### src/rtl/dma_rdy_pkg.sv
package dma_rdy_pkg;

    typedef enum logic {
        XFER_SINGLE = 1'b0,
        XFER_MULTI  = 1'b1
    } xfer_mode_e;

    typedef enum logic [1:0] {
        RXS_IDLE = 2'd0,
        RXS_PEND = 2'd1,
        RXS_REQ  = 2'd2
    } rx_state_e;

    typedef enum logic [1:0] {
        TXS_EMPTY   = 2'd0,
        TXS_PARTIAL = 2'd1,
        TXS_FULL    = 2'd2
    } tx_state_e;

endpackage

### src/rtl/dma_mode_decode.sv
module dma_mode_decode
    import dma_rdy_pkg::*;
(
    input  logic       fifo_en,
    input  logic       multi_sel,
    output xfer_mode_e mode
);

    // Burst style needs buffering; character mode falls back to single.
    always_comb begin
        if (fifo_en && multi_sel) mode = XFER_MULTI;
        else                      mode = XFER_SINGLE;
    end

endmodule

### src/rtl/dma_rx_fsm.sv
module dma_rx_fsm
    import dma_rdy_pkg::*;
#(
    parameter int CNT_W = 5
) (
    input  logic             clk,
    input  logic             rst,
    input  xfer_mode_e       mode,
    input  logic [CNT_W-1:0] rx_level,
    input  logic             trig_hit,
    input  logic             char_tmo,
    output logic             rx_req_n
);

    rx_state_e state_q, state_d;
    logic      has_data;
    logic      burst_go;

    assign has_data = (rx_level != '0);
    assign burst_go = trig_hit || char_tmo;

    always_comb begin
        state_d = state_q;
        unique case (state_q)
            RXS_IDLE: begin
                if (has_data) begin
                    if (mode == XFER_SINGLE || burst_go) state_d = RXS_REQ;
                    else                                 state_d = RXS_PEND;
                end
            end
            RXS_PEND: begin
                if (!has_data)                            state_d = RXS_IDLE;
                else if (mode == XFER_SINGLE || burst_go) state_d = RXS_REQ;
            end
            RXS_REQ: begin
                if (!has_data) state_d = RXS_IDLE;
            end
            default: state_d = RXS_IDLE;
        endcase
    end

    always_ff @(posedge clk) begin
        if (rst) state_q <= RXS_IDLE;
        else     state_q <= state_d;
    end

    always_ff @(posedge clk) begin
        if (rst) rx_req_n <= 1'b1;
        else     rx_req_n <= (state_d != RXS_REQ);
    end

    p_single_assert_r3: assert property (@(posedge clk) disable iff (rst)
        (mode == XFER_SINGLE && has_data) |=> !rx_req_n);

    p_drain_release_r4: assert property (@(posedge clk) disable iff (rst)
        !has_data |=> rx_req_n);

    p_multi_wait_r6: assert property (@(posedge clk) disable iff (rst)
        (mode == XFER_MULTI && rx_req_n && !trig_hit && !char_tmo) |=> rx_req_n);

    p_multi_go_r7: assert property (@(posedge clk) disable iff (rst)
        (mode == XFER_MULTI && has_data && trig_hit) |=> !rx_req_n);

    p_multi_tmo_r8: assert property (@(posedge clk) disable iff (rst)
        (mode == XFER_MULTI && has_data && char_tmo) |=> !rx_req_n);

    p_multi_hold_r9: assert property (@(posedge clk) disable iff (rst)
        (!rx_req_n && has_data) |=> !rx_req_n);

endmodule

### src/rtl/dma_tx_fsm.sv
module dma_tx_fsm
    import dma_rdy_pkg::*;
#(
    parameter int DEPTH = 16,
    parameter int CNT_W = 5
) (
    input  logic             clk,
    input  logic             rst,
    input  xfer_mode_e       mode,
    input  logic [CNT_W-1:0] tx_level,
    output logic             tx_req_n
);

    localparam logic [CNT_W-1:0] FULL_LVL = CNT_W'(DEPTH);

    tx_state_e state_q, state_d;

    always_comb begin
        if (tx_level == '0)           state_d = TXS_EMPTY;
        else if (tx_level >= FULL_LVL) state_d = TXS_FULL;
        else                          state_d = TXS_PARTIAL;
    end

    always_ff @(posedge clk) begin
        if (rst) state_q <= TXS_EMPTY;
        else     state_q <= state_d;
    end

    always_ff @(posedge clk) begin
        if (rst) begin
            tx_req_n <= 1'b0;
        end else begin
            unique case (mode)
                XFER_SINGLE: tx_req_n <= (state_d != TXS_EMPTY);
                XFER_MULTI:  tx_req_n <= (state_d == TXS_FULL);
                default:     tx_req_n <= 1'b1;
            endcase
        end
    end

    p_single_tx_r10: assert property (@(posedge clk) disable iff (rst)
        (mode == XFER_SINGLE) |=> (tx_req_n == (state_q != TXS_EMPTY)));

    p_full_close_r11: assert property (@(posedge clk) disable iff (rst)
        (mode == XFER_MULTI && tx_level == FULL_LVL) |=> tx_req_n);

    p_room_open_r12: assert property (@(posedge clk) disable iff (rst)
        (mode == XFER_MULTI && tx_level < FULL_LVL) |=> !tx_req_n);

endmodule

### src/rtl/dma_ready_gen.sv
module dma_ready_gen
    import dma_rdy_pkg::*;
#(
    parameter int  DEPTH = 16,
    localparam int CNT_W = $clog2(DEPTH + 1)
) (
    input  logic             clk,
    input  logic             rst,
    input  logic             fifo_en,
    input  logic             multi_sel,
    input  logic [CNT_W-1:0] rx_level,
    input  logic             rx_trig_hit,
    input  logic             rx_timeout,
    input  logic [CNT_W-1:0] tx_level,
    output logic             rx_dma_req_n,
    output logic             tx_dma_req_n
);

    xfer_mode_e mode;

    dma_mode_decode u_mode (
        .fifo_en   (fifo_en),
        .multi_sel (multi_sel),
        .mode      (mode)
    );

    dma_rx_fsm #(.CNT_W(CNT_W)) u_rx (
        .clk      (clk),
        .rst      (rst),
        .mode     (mode),
        .rx_level (rx_level),
        .trig_hit (rx_trig_hit),
        .char_tmo (rx_timeout),
        .rx_req_n (rx_dma_req_n)
    );

    dma_tx_fsm #(.DEPTH(DEPTH), .CNT_W(CNT_W)) u_tx (
        .clk      (clk),
        .rst      (rst),
        .mode     (mode),
        .tx_level (tx_level),
        .tx_req_n (tx_dma_req_n)
    );

    p_reset_levels_r1: assert property (@(posedge clk)
        rst |=> (rx_dma_req_n && !tx_dma_req_n));

    p_char_mode_single_r2: assert property (@(posedge clk) disable iff (rst)
        (!fifo_en && tx_level != '0) |=> tx_dma_req_n);

endmodule

### config.mk
export PLATFORM = sky130hd
export DESIGN_NAME = dma_ready_gen
export DESIGN_NICKNAME = d
export VERILOG_FILES = /design/src/rtl/dma_rdy_pkg.sv /design/src/rtl/dma_mode_decode.sv /design/src/rtl/dma_rx_fsm.sv /design/src/rtl/dma_tx_fsm.sv /design/src/rtl/dma_ready_gen.sv
export SDC_FILE = /design/constraint.sdc
export NUM_CORES = 1
export LEC_CHECK = 0
export BUFFER_PORTS_ARGS = -buffer_cell sky130_fd_sc_hd__buf_2
export CORE_AREA = 2 2 39 41
export CTS_CLUSTER_SIZE = 30
export DETAILED_ROUTE_END_ITERATION = 7
export DIE_AREA = 0 0 41 43
export GPL_TIMING_DRIVEN = 0
export MAX_ROUTING_LAYER = met4
export PLACE_DENSITY = 0.32
export SKIP_LAST_GASP = 1
export SYNTH_ARGS = -nofsm -noshare
export SYNTH_HDL_FRONTEND = slang
export SYNTH_SLANG_ARGS = --single-unit
### constraint.sdc
create_clock -name clk -period 1.6 [get_ports clk]
set_clock_uncertainty 0.15 [all_clocks]
set_input_delay 0.08 -clock clk [delete_from_list [all_inputs] [get_ports clk]]
set_output_delay 0.08 -clock clk [all_outputs]
set_load 0.05 [all_outputs]
==> summary.md, run 1 <==
| Metric | Value |
|---|---|
| Clock buffer depth | `2` |
| Diodes inserted | `0` |
| Register area share after synthesis | `0.529` |
| Synthesized flop and latch total | `4` |
| Max Clk Rate | `686 MHz` |
| CP arrival | `around 1.4 ns` |
| Core ar. | `1380 µm²` |
| First-pass GRT wire length | `703 µm` |
| Layout area overhead | `117%` |
| Max-cap violation count | `0` |
| Netlist cell types | `11` |
| Setup bufs post-CTS | `0` |
| Number of H-tree branching levels | `1` |
| Final hold violation count | `0` |
| Worst Tran Pin Value | `0.398 ns` |
| Root buf cell | `clkbuf_4` |
| Startpoint Class | `input pin` |
| CTS clk-pin slew, worst paths | `0.04 ns` |
| Initial core utilization | `0.109` |
| Fraction of final layout cells sized beyond drive strength 1 | `0.564` |
| Post-Route WL | `between 400 and 500 µm` |
| Design area | `329 µm²` |
| Gr usage total | `0.0700` |
| Worst Path Required | `1.57 ns` |
| Final Max Tran Viols | `0` |
| Max Fanout on Critical Path | `1` |
| # port buffers | `17` |
| Crit. End Element | `flip-flop` |
| Setup Viol. Count Final | `0` |
| First-pass iteration count of the detailed router | `2` |
| Dominant cell type by area after synthesis | `dfxtp_1` |
| Die outline height | `43 µm` |
| Ranking of synthesized cells by area | `dfxtp_1 (53%), o21bai_2 (7.4%), or4_4 (7.4%)` |
| Status | `completed` |
| Core Rows | `14` |
| Synth Instances | `14` |
| Initial antenna violation count | `0` |
| Total congestion overflow | `0` |
| DP Wirelength | `slightly below 400 µm` |
| Total nets after synthesis | `30` |
| Clk_lat worst skew | `0.23 ns` |
| Post-CTS sizing | `0` |
| Clock sink count | `4` |
| Synth top area share | `0.529` |
| Largest net degree at the start of global routing | `4` |
| Initial drt markers | `3` |
| Number of placed cells counting well taps | `47` |
| RePlAce Congestion | `0.595` |
| Period utilization | `0.911` |
| Post-route ant nets | `0` |
| Final Non-Filler Cells | `55` |
| Vias in the first global route | `194` |
| P_leak | `0.158 nW` |
| Critical path type | `in -> reg` |
| Synth Warn # | `0` |
| CTS Buf Count | `3` |
| Pwr/cell area | `863 nW/µm²` |
| Via count | `210` |
| Hold WC Path Type | `in -> reg` |
| Placed cell areas | `256 µm²` |
| VDD IR-drop max | `about 0.2 mV` |
| R2R Setup Slk | `0.49 ns` |
| Avg WL per Cell | `8.22 µm` |
| Syn Area/Cell | `between 10 and 15 µm²` |
| Nets | `57` |
| Chip width | `41 µm` |
| Max transition margin | `0.732` |
| RSZ-0062 raised after global routing | `no` |
| CTS tree | `yes` |
| Post-layout minimum cycle time | `between 1 and 1.5 ns` |
| Setup TNS Final | `0 ns` |
| Vias per std cell | `3.82` |
| DIE AREA | `1760 µm²` |
| Number of top-level pins | `18` |
| Synth Cell Area | `~150 µm²` |
| DRC viols | `0` |
==> critical path, cell delays in order <==
cell,delay (ns)
buf_2,0.09
or4_1,0.51
a21oi_1,0.16
nor2_1,0.05
dlygate4sd3_1,0.54
==> timing repair <==
item | in CTS | in global routing
setup endpoints to repair | 0 | 0
endpoints found under the hold margin | 3 | 0
hold buffers | 5 | 0
==> layout make-up <==
class                           instances  area (µm²)
Clock buffer                            3        22.5
Fill cell                             153        1050
Multi-Input combinational cell         10        71.3
Sequential cell                         4        80.1
Tap cell                               16        20.0
Timing Repair Buffer                   22         135
==> kinds of logic (layout without fill, tap and decap cells) <==
kind of cell           count (synthesis)  after routing  synth area share
DFF                                    4              4             0.529
buffers and inverters                  0             25                 0
and+or+nand+nor                        6              6             0.256
AOI/OAI and AO/OA                      4              4             0.215
==> routing by layer <==
metal	global-route usage	routed length (µm)	part of all wire	vias to the layer above
met1	0.0643	188	0.42	89
met3	0.0628	67	0.15	0
met2	0.0844	195	0.43	17
li1	-	-	-	104
met4	0.0600	0	0	0
met5	-	0	0	-
==> worst paths after layout <==
path                    from               to  cells after the start
min reg2reg  u_rx.state_q[0]  u_rx.state_q[1]                      1
min              rx_level[0]  u_rx.state_q[0]                      4
max              tx_level[0]    u_tx.tx_req_n                      5
max reg2reg  u_rx.state_q[1]  u_rx.state_q[0]                      2
==> layout by cell type, fill, tap and decap left out <==
master	instances
a21oi_1	1
nor2_1	1
clkbuf_4	3
or4_4	1
dlygate4sd3_1	5
o21bai_2	1
a211o_1	1
a211oi_1	1
nor2b_1	1
nor4_1	1
or4_1	1
nand2_1	1
buf_2	17
dfxtp_1	4
==> registers in the layout, indices dropped and copies added, names as in the netlist <==
| signal | cells |
|---|---|
| u_rx.state_q | 2 |
| u_rx.rx_req_n | 1 |
| u_tx.tx_req_n | 1 |
==> Yosys cell counts <==
library cell,n
dfxtp_1,4
a211o_1,1
a211oi_1,1
a21oi_1,1
nand2_1,1
nor2_1,1
nor2b_1,1
nor4_1,1
o21bai_2,1
or4_1,1
or4_4,1
==> power by group <==
| part | internal, mW | switching, mW | total, mW |
|---|---|---|---|
| combinational | 0.0292 | 0.0245 | 0.0537 |
| clock | 0.0837 | 0.0385 | 0.122 |
| sequential | 0.106 | 0.00210 | 0.108 |
==> through the flow <==
step | hold WS, ns | utilization | total power, mW | setup WS [ns]
floorplan | 0.00238 | - | 0.131 | 0.515
global placement | 0.0999 | 0.185 | 0.153 | 0.374
detailed placement | 0.105 | 0.185 | 0.154 | 0.374
CTS | 0.0763 | 0.238 | 0.292 | 0.135
global route | 0.127 | 0.238 | 0.305 | 0.106
finish | 0.0799 | 0.238 | 0.284 | 0.143
Power figures use the tool's default switching activity.
==> run 2: changes to the inputs <==
- CORE_AREA: 2 2 39 41 -> 3 3 40 42
- DIE_AREA: 0 0 41 43 -> 0 0 43 45
==> run 2 against run 1 <==
  * First-iteration DRC count is 67% lower
  * Routed wire length up 2.4%
  * Non-clock buffer count decreased by 1
  * Die area grew 9.8%
  * Worst hold slack lost 0.073 ns
  * Sequential power is essentially flat
  * Critical endpoint unchanged
  * Largest power group unchanged
==> summary.md, run 2 (synthesized netlist as in run 1, its figures left out) <==
| Metric | Value |
|---|---|
| Commonest non-fill, non-tap cell in the layout | `buf_2 (unchanged)` |
| Post-Route WL | `463 µm (was 452 µm)` |
| Post-layout minimum cycle time | `1.47 ns (was 1.46 ns)` |
| Layout area overhead | `110% (was 117%)` |
| Final hold violation count | `0 (unchanged)` |
| Initial drt markers | `1 (was 3)` |
| Clk_lat worst skew | `0.23 ns (about the same)` |
| First-pass GRT wire length | `731 µm (was 703 µm)` |
| First-pass iteration count of the detailed router | `2 (unchanged)` |
| VDD IR-drop max | `0.296 mV (was 0.200 mV)` |
| DIE AREA | `1940 µm² (was 1760 µm²)` |
| Commonest cells after routing, fill and taps aside | `buf_2 (17), dlygate4sd3_1 (4), dfxtp_1 (4) (was buf_2 (17), dlygate4sd3_1 (5), dfxtp_1 (4))` |
| Post-route ant nets | `0 (unchanged)` |
| Status | `completed (unchanged)` |
| Hold WC Path Type | `in -> reg (unchanged)` |
| Max Clk Rate | `679 MHz (was 686 MHz)` |
| Startpoint Class | `input pin (unchanged)` |
| Vias in the first global route | `209 (was 194)` |
| Largest regs | `u_rx.state_q: 2 flops, u_rx.rx_req_n: 1 flops, u_tx.tx_req_n: 1 flops (unchanged)` |
| Largest net degree at the start of global routing | `4 (unchanged)` |
| Area occupied by registers | `80.1 µm² (unchanged)` |
| Period utilization | `0.920 (was 0.911)` |
| Number of top-level pins | `18 (unchanged)` |
| Area of the multi-input gates | `71.3 µm² (unchanged)` |
| Setup Viol. Count Final | `0 (unchanged)` |
| Number of placed cells counting well taps | `46 (was 47)` |
| Setup bufs post-CTS | `0 (unchanged)` |
| Initial antenna violation count | `0 (unchanged)` |
| Via count | `205 (was 210)` |
| Min Hold Slack | `0.00736 ns (was 0.0799 ns)` |
| Fraction of final layout cells sized beyond drive strength 1 | `0.579 (was 0.564)` |
| Biggest register | `u_rx.state_q (unchanged)` |
| CTS Buf Count | `3 (unchanged)` |
| Core Rows | `13 (was 14)` |
| Crit. End Element | `flip-flop (unchanged)` |
| Root buf cell | `clkbuf_4 (unchanged)` |
| Chip width | `43 µm (was 41 µm)` |
| FILL cells | `139 (was 153)` |
| P_leak | `0.154 nW (was 0.158 nW)` |
| Clock sink count | `4 (unchanged)` |
| Placed cell areas | `255 µm² (was 256 µm²)` |
| Max transition margin | `0.719 (was 0.732)` |
| Max-cap violation count | `0 (unchanged)` |
| Post-CTS sizing | `0 (unchanged)` |
| CP arrival | `1.44 ns (was 1.42 ns)` |
| Avg WL per Cell | `8.74 µm (was 8.22 µm)` |
| Core ar. | `1280 µm² (was 1380 µm²)` |
| Number of H-tree branching levels | `1 (unchanged)` |
| Max Fanout on Critical Path | `1 (unchanged)` |
| Worst Tran Pin Value | `0.418 ns (was 0.398 ns)` |
| Largest register FFs | `2 (unchanged)` |
| Final Max Tran Viols | `0 (unchanged)` |
| RePlAce Congestion | `0.569 (was 0.595)` |
| Initial core utilization | `0.118 (was 0.109)` |
| Design area | `318 µm² (was 329 µm²)` |
| Total congestion overflow | `0 (unchanged)` |
| RSZ-0062 raised after global routing | `no (unchanged)` |
| CTS clk-pin slew, worst paths | `0.04 ns (about the same)` |
| # port buffers | `17 (unchanged)` |
| Gr usage total | `0.0600 (was 0.0700)` |
| Vias per std cell | `3.87 (was 3.82)` |
| Pwr/cell area | `889 nW/µm² (was 863 nW/µm²)` |
| Die outline height | `45 µm (was 43 µm)` |
| CTS tree | `yes (unchanged)` |
| Critical path type | `in -> reg (unchanged)` |
| Clock buffer depth | `2 (unchanged)` |
| DRC viols | `0 (unchanged)` |
| Setup TNS Final | `0 ns (unchanged)` |
| Nets | `56 (was 57)` |
| Worst Path Required | `1.57 ns (about the same)` |
| Final Non-Filler Cells | `53 (was 55)` |
| Diodes inserted | `0 (unchanged)` |
## run 2: path summary, 6_finish.rpt
kind,from,to,slack [ns],cells after the start
hold / removal,rx_level[4],u_rx.state_q[0],0.007,3
setup / recovery,tx_level[0],u_tx.tx_req_n,0.13,5
hold reg to reg,u_rx.state_q[0],u_rx.state_q[1],0.29,1
setup reg to reg,u_rx.state_q[1],u_rx.state_q[0],0.48,2
## run 2: cell type report
class                      instances  area share
clock buffer                       3      0.0709
multi-input combinational         10       0.224
sequential                         4       0.252
tap                               15      0.0591
timing repair buffer              21       0.394
## run 2: what timing repair did
item,4_1_cts,5_1_grt
hold buffers,4,0
hold endpoints to repair,2,0
endpoints found under the setup margin,0,0
## run 2: per-layer routing
layer	global-route usage	wire, µm	vias to the layer above
li1	-	-	103
met1	0.0481	203	83
met2	0.0838	177	19
met3	0.0637	82	0
met4	0.0361	0	0
met5	-	0	-
## run 2: power breakdown
| group | leakage [nW] | internal, mW | total [mW] | switching [mW] |
|---|---|---|---|---|
| Clock | 0.0138 | 0.0838 | 0.123 | 0.0390 |
| Combinational | 0.107 | 0.0276 | 0.0518 | 0.0242 |
| Sequential | 0.0334 | 0.106 | 0.108 | 0.00202 |
| Total | 0.154 | 0.217 | 0.282 | 0.0653 |
## run 2: worst max-delay path: stages
cell and delay, ns:
buf_2 0.09, or4_1 0.50, a21oi_1 0.17, nor2_1 0.05, dlygate4sd3_1 0.54
## run 2: through the flow
step	worst slack (ns)	total power, mW	util
2_1_floorplan	0.515	0.131	-
3_3_place_gp	0.376	0.152	0.199
3_5_place_dp	0.366	0.154	0.199
4_1_cts	0.135	0.291	0.247
5_1_grt	0.0848	0.300	0.247
6_report	0.128	0.282	0.247
==> run 3: changes to the inputs <==
- clock period: 1.6 -> 1.5 ns (I/O delays scaled with it)
==> run 3 against run 2 <==
  * First-iteration DRC count did not move
  * Flip-flop and latch count did not move
  * Register-to-register slack got worse by 0.10 ns
  * Clock power rose by 7%
  * Sequential power rose by 6%
  * Largest power group unchanged
==> summary.md, run 3 (synthesized netlist as in run 1, its figures left out) <==
| Metric | Value |
|---|---|
| Status | `completed (unchanged)` |
| Final Max Tran Viols | `0 (unchanged)` |
| Via count | `205 (unchanged)` |
| Startpoint Class | `input pin (unchanged)` |
| Clk_lat worst skew | `0.23 ns (about the same)` |
| Clock sink count | `4 (unchanged)` |
| Clock Power Share | `0.433 (was 0.435)` |
| CP arrival | `1.43 ns (was 1.44 ns)` |
| Hold WC Path Type | `in -> reg (unchanged)` |
| Vias per std cell | `3.87 (unchanged)` |
| Setup Viol. Count Final | `0 (unchanged)` |
| First-pass GRT wire length | `731 µm (unchanged)` |
| Initial core utilization | `0.118 (unchanged)` |
| Core Rows | `13 (unchanged)` |
| Fraction of final layout cells sized beyond drive strength 1 | `0.605 (was 0.579)` |
| Root buf cell | `clkbuf_4 (unchanged)` |
| Final core occ | `0.250 (was 0.247)` |
| Pwr/cell area | `940 nW/µm² (was 889 nW/µm²)` |
| Final hold violation count | `0 (unchanged)` |
| Max transition margin | `0.719 (unchanged)` |
| Number of top-level pins | `18 (unchanged)` |
| CTS Buf Count | `3 (unchanged)` |
| Max Fanout on Critical Path | `1 (unchanged)` |
| Vias in the first global route | `209 (unchanged)` |
| Post-route ant nets | `0 (unchanged)` |
| Clock buffer depth | `2 (unchanged)` |
| # port buffers | `17 (unchanged)` |
| Commonest cells after routing, fill and taps aside | `buf_2 (17), dlygate4sd3_1 (4), dfxtp_1 (4) (unchanged)` |
| Largest register FFs | `2 (unchanged)` |
| Max-cap violation count | `0 (unchanged)` |
| RePlAce Congestion | `0.569 (unchanged)` |
| Setup bufs post-CTS | `0 (unchanged)` |
| Crit. End Element | `flip-flop (unchanged)` |
| Gr usage total | `0.0600 (unchanged)` |
| Avg WL per Cell | `8.75 µm (was 8.74 µm)` |
| Max Clk Rate | `~680 MHz` |
| Slowest-stage cell, CP | `dlygate4sd3_1 (unchanged)` |
| RSZ-0062 raised after global routing | `no (unchanged)` |
| Critical path type | `in -> reg (unchanged)` |
| CTS tree | `yes (unchanged)` |
| CTS clk-pin slew, worst paths | `0.04 ns (about the same)` |
| Initial antenna violation count | `0 (unchanged)` |
| VDD IR-drop max | `0.316 mV (was 0.296 mV)` |
| Biggest register | `u_rx.state_q (unchanged)` |
| Commonest non-fill, non-tap cell in the layout | `buf_2 (unchanged)` |
| First-pass iteration count of the detailed router | `2 (unchanged)` |
| Worst Tran Pin Value | `0.418 ns (unchanged)` |
| Layout area overhead | `112% (was 110%)` |
| Sw Pwr | `70.3 µW (was 65.3 µW)` |
| Core ar. | `1280 µm² (unchanged)` |
| Largest stage delay on the critical path | `0.54 ns (about the same)` |
| Chip width | `43 µm (unchanged)` |
| Crit-path cells | `buf_2, or4_1, a21oi_2, nor2_1, dlygate4sd3_1 (was buf_2, or4_1, a21oi_1, nor2_1, dlygate4sd3_1)` |
| Setup TNS Final | `0 ns (unchanged)` |
| Pint | `232 µW (was 217 µW)` |
| Nets | `56 (unchanged)` |
| Seq pwr share | `0.381 (was 0.382)` |
| Post-Route WL | `464 µm (was 463 µm)` |
| Largest regs | `u_rx.state_q: 2 flops, u_rx.rx_req_n: 1 flops, u_tx.tx_req_n: 1 flops (unchanged)` |
| R2R Setup Slk | `0.38 ns (was 0.48 ns)` |
| Initial drt markers | `1 (unchanged)` |
| Diodes inserted | `0 (unchanged)` |
| Die outline height | `45 µm (unchanged)` |
| Period utilization | `0.980` |
| P_leak | `0.154 nW (about the same)` |
| DRC viols | `0 (unchanged)` |
| Sw Ratio | `0.233 (was 0.231)` |
| Gate power share | `0.186 (was 0.183)` |
| Worst Path Required | `1.47 ns (was 1.57 ns)` |
| DIE AREA | `1940 µm² (unchanged)` |
| FILL cells | `138 (was 139)` |
| Number of H-tree branching levels | `1 (unchanged)` |
| Total congestion overflow | `0 (unchanged)` |
| Post-layout minimum cycle time | `1.47 ns` |
| Largest net degree at the start of global routing | `4 (unchanged)` |
==> run 3: cell types whose count changed in the layout (fill, tap and decap cells not counted) <==
| cell | before | now |
|---|---|---|
| a21oi_1 | 1 | 0 |
| a21oi_2 | 0 | 1 |
==> run 3: what timing repair did <==
action,4_1_cts,5_1_grt
hold buffers,4,0
resized for setup,0,1
setup endpoints to repair,0,1
endpoints found under the hold margin,2,0
==> run 3: final timing paths <==
check                          to            start  cells after the start
setup / recovery    u_tx.tx_req_n      tx_level[0]                      5
hold / removal    u_rx.state_q[0]      rx_level[4]                      3
setup reg to reg  u_rx.state_q[0]  u_rx.state_q[1]                      2
hold reg to reg   u_rx.state_q[1]  u_rx.state_q[0]                      1
==> run 3: per-stage QoR <==
stage | setup slack [ns] | cell area, µm² | total power [mW] | instances | hold slack [ns]
finish | 0.0307 | 322 | 0.302 | 53 | 0.00236
global route | 0.00934 | 322 | 0.321 | 53 | 0.0341
CTS | 0.0397 | 318 | 0.311 | 53 | 0.000681
detailed placement | 0.271 | 255 | 0.164 | 46 | 0.105
global placement | 0.281 | 255 | 0.163 | 46 | 0.0950
floorplan | 0.420 | 151 | 0.139 | 14 | -0.00262
==> run 3: layout make-up <==
cell class / count / area (µm²) / share of cell area
well taps: 15 / 18.8 / 0.0584
flip-flops and latches: 4 / 80.1 / 0.249
multi-input cells: 10 / 75.1 / 0.233
repair buffers: 21 / 125 / 0.389
clock buffers: 3 / 22.5 / 0.0700
==> run 3: critical path, delay by kind of cell <==
kind	cells	cell delay (ns)
simple gates	2	0.58
buf+inv	2	0.63
compound gates	1	0.15
==> run 3: metal layers <==
metal / vias up / global-route usage / wire length [µm]
li1: 103 / - / -
met1: 83 / 0.0481 / 205
met2: 19 / 0.0838 / 176
met3: 0 / 0.0637 / 82
met4: 0 / 0.0361 / 0
met5: - / - / 0
==> run 3: power by group through the flow <==
stage / clock [mW] / sequential, mW / combinational [mW]
after floorplan: 0 / 0.130 / 0.00940
after global placement: 0 / 0.117 / 0.0460
after detailed placement: 0 / 0.117 / 0.0472
after CTS: 0.140 / 0.115 / 0.0559
after global routing: 0.144 / 0.116 / 0.0608
final: 0.131 / 0.115 / 0.0563
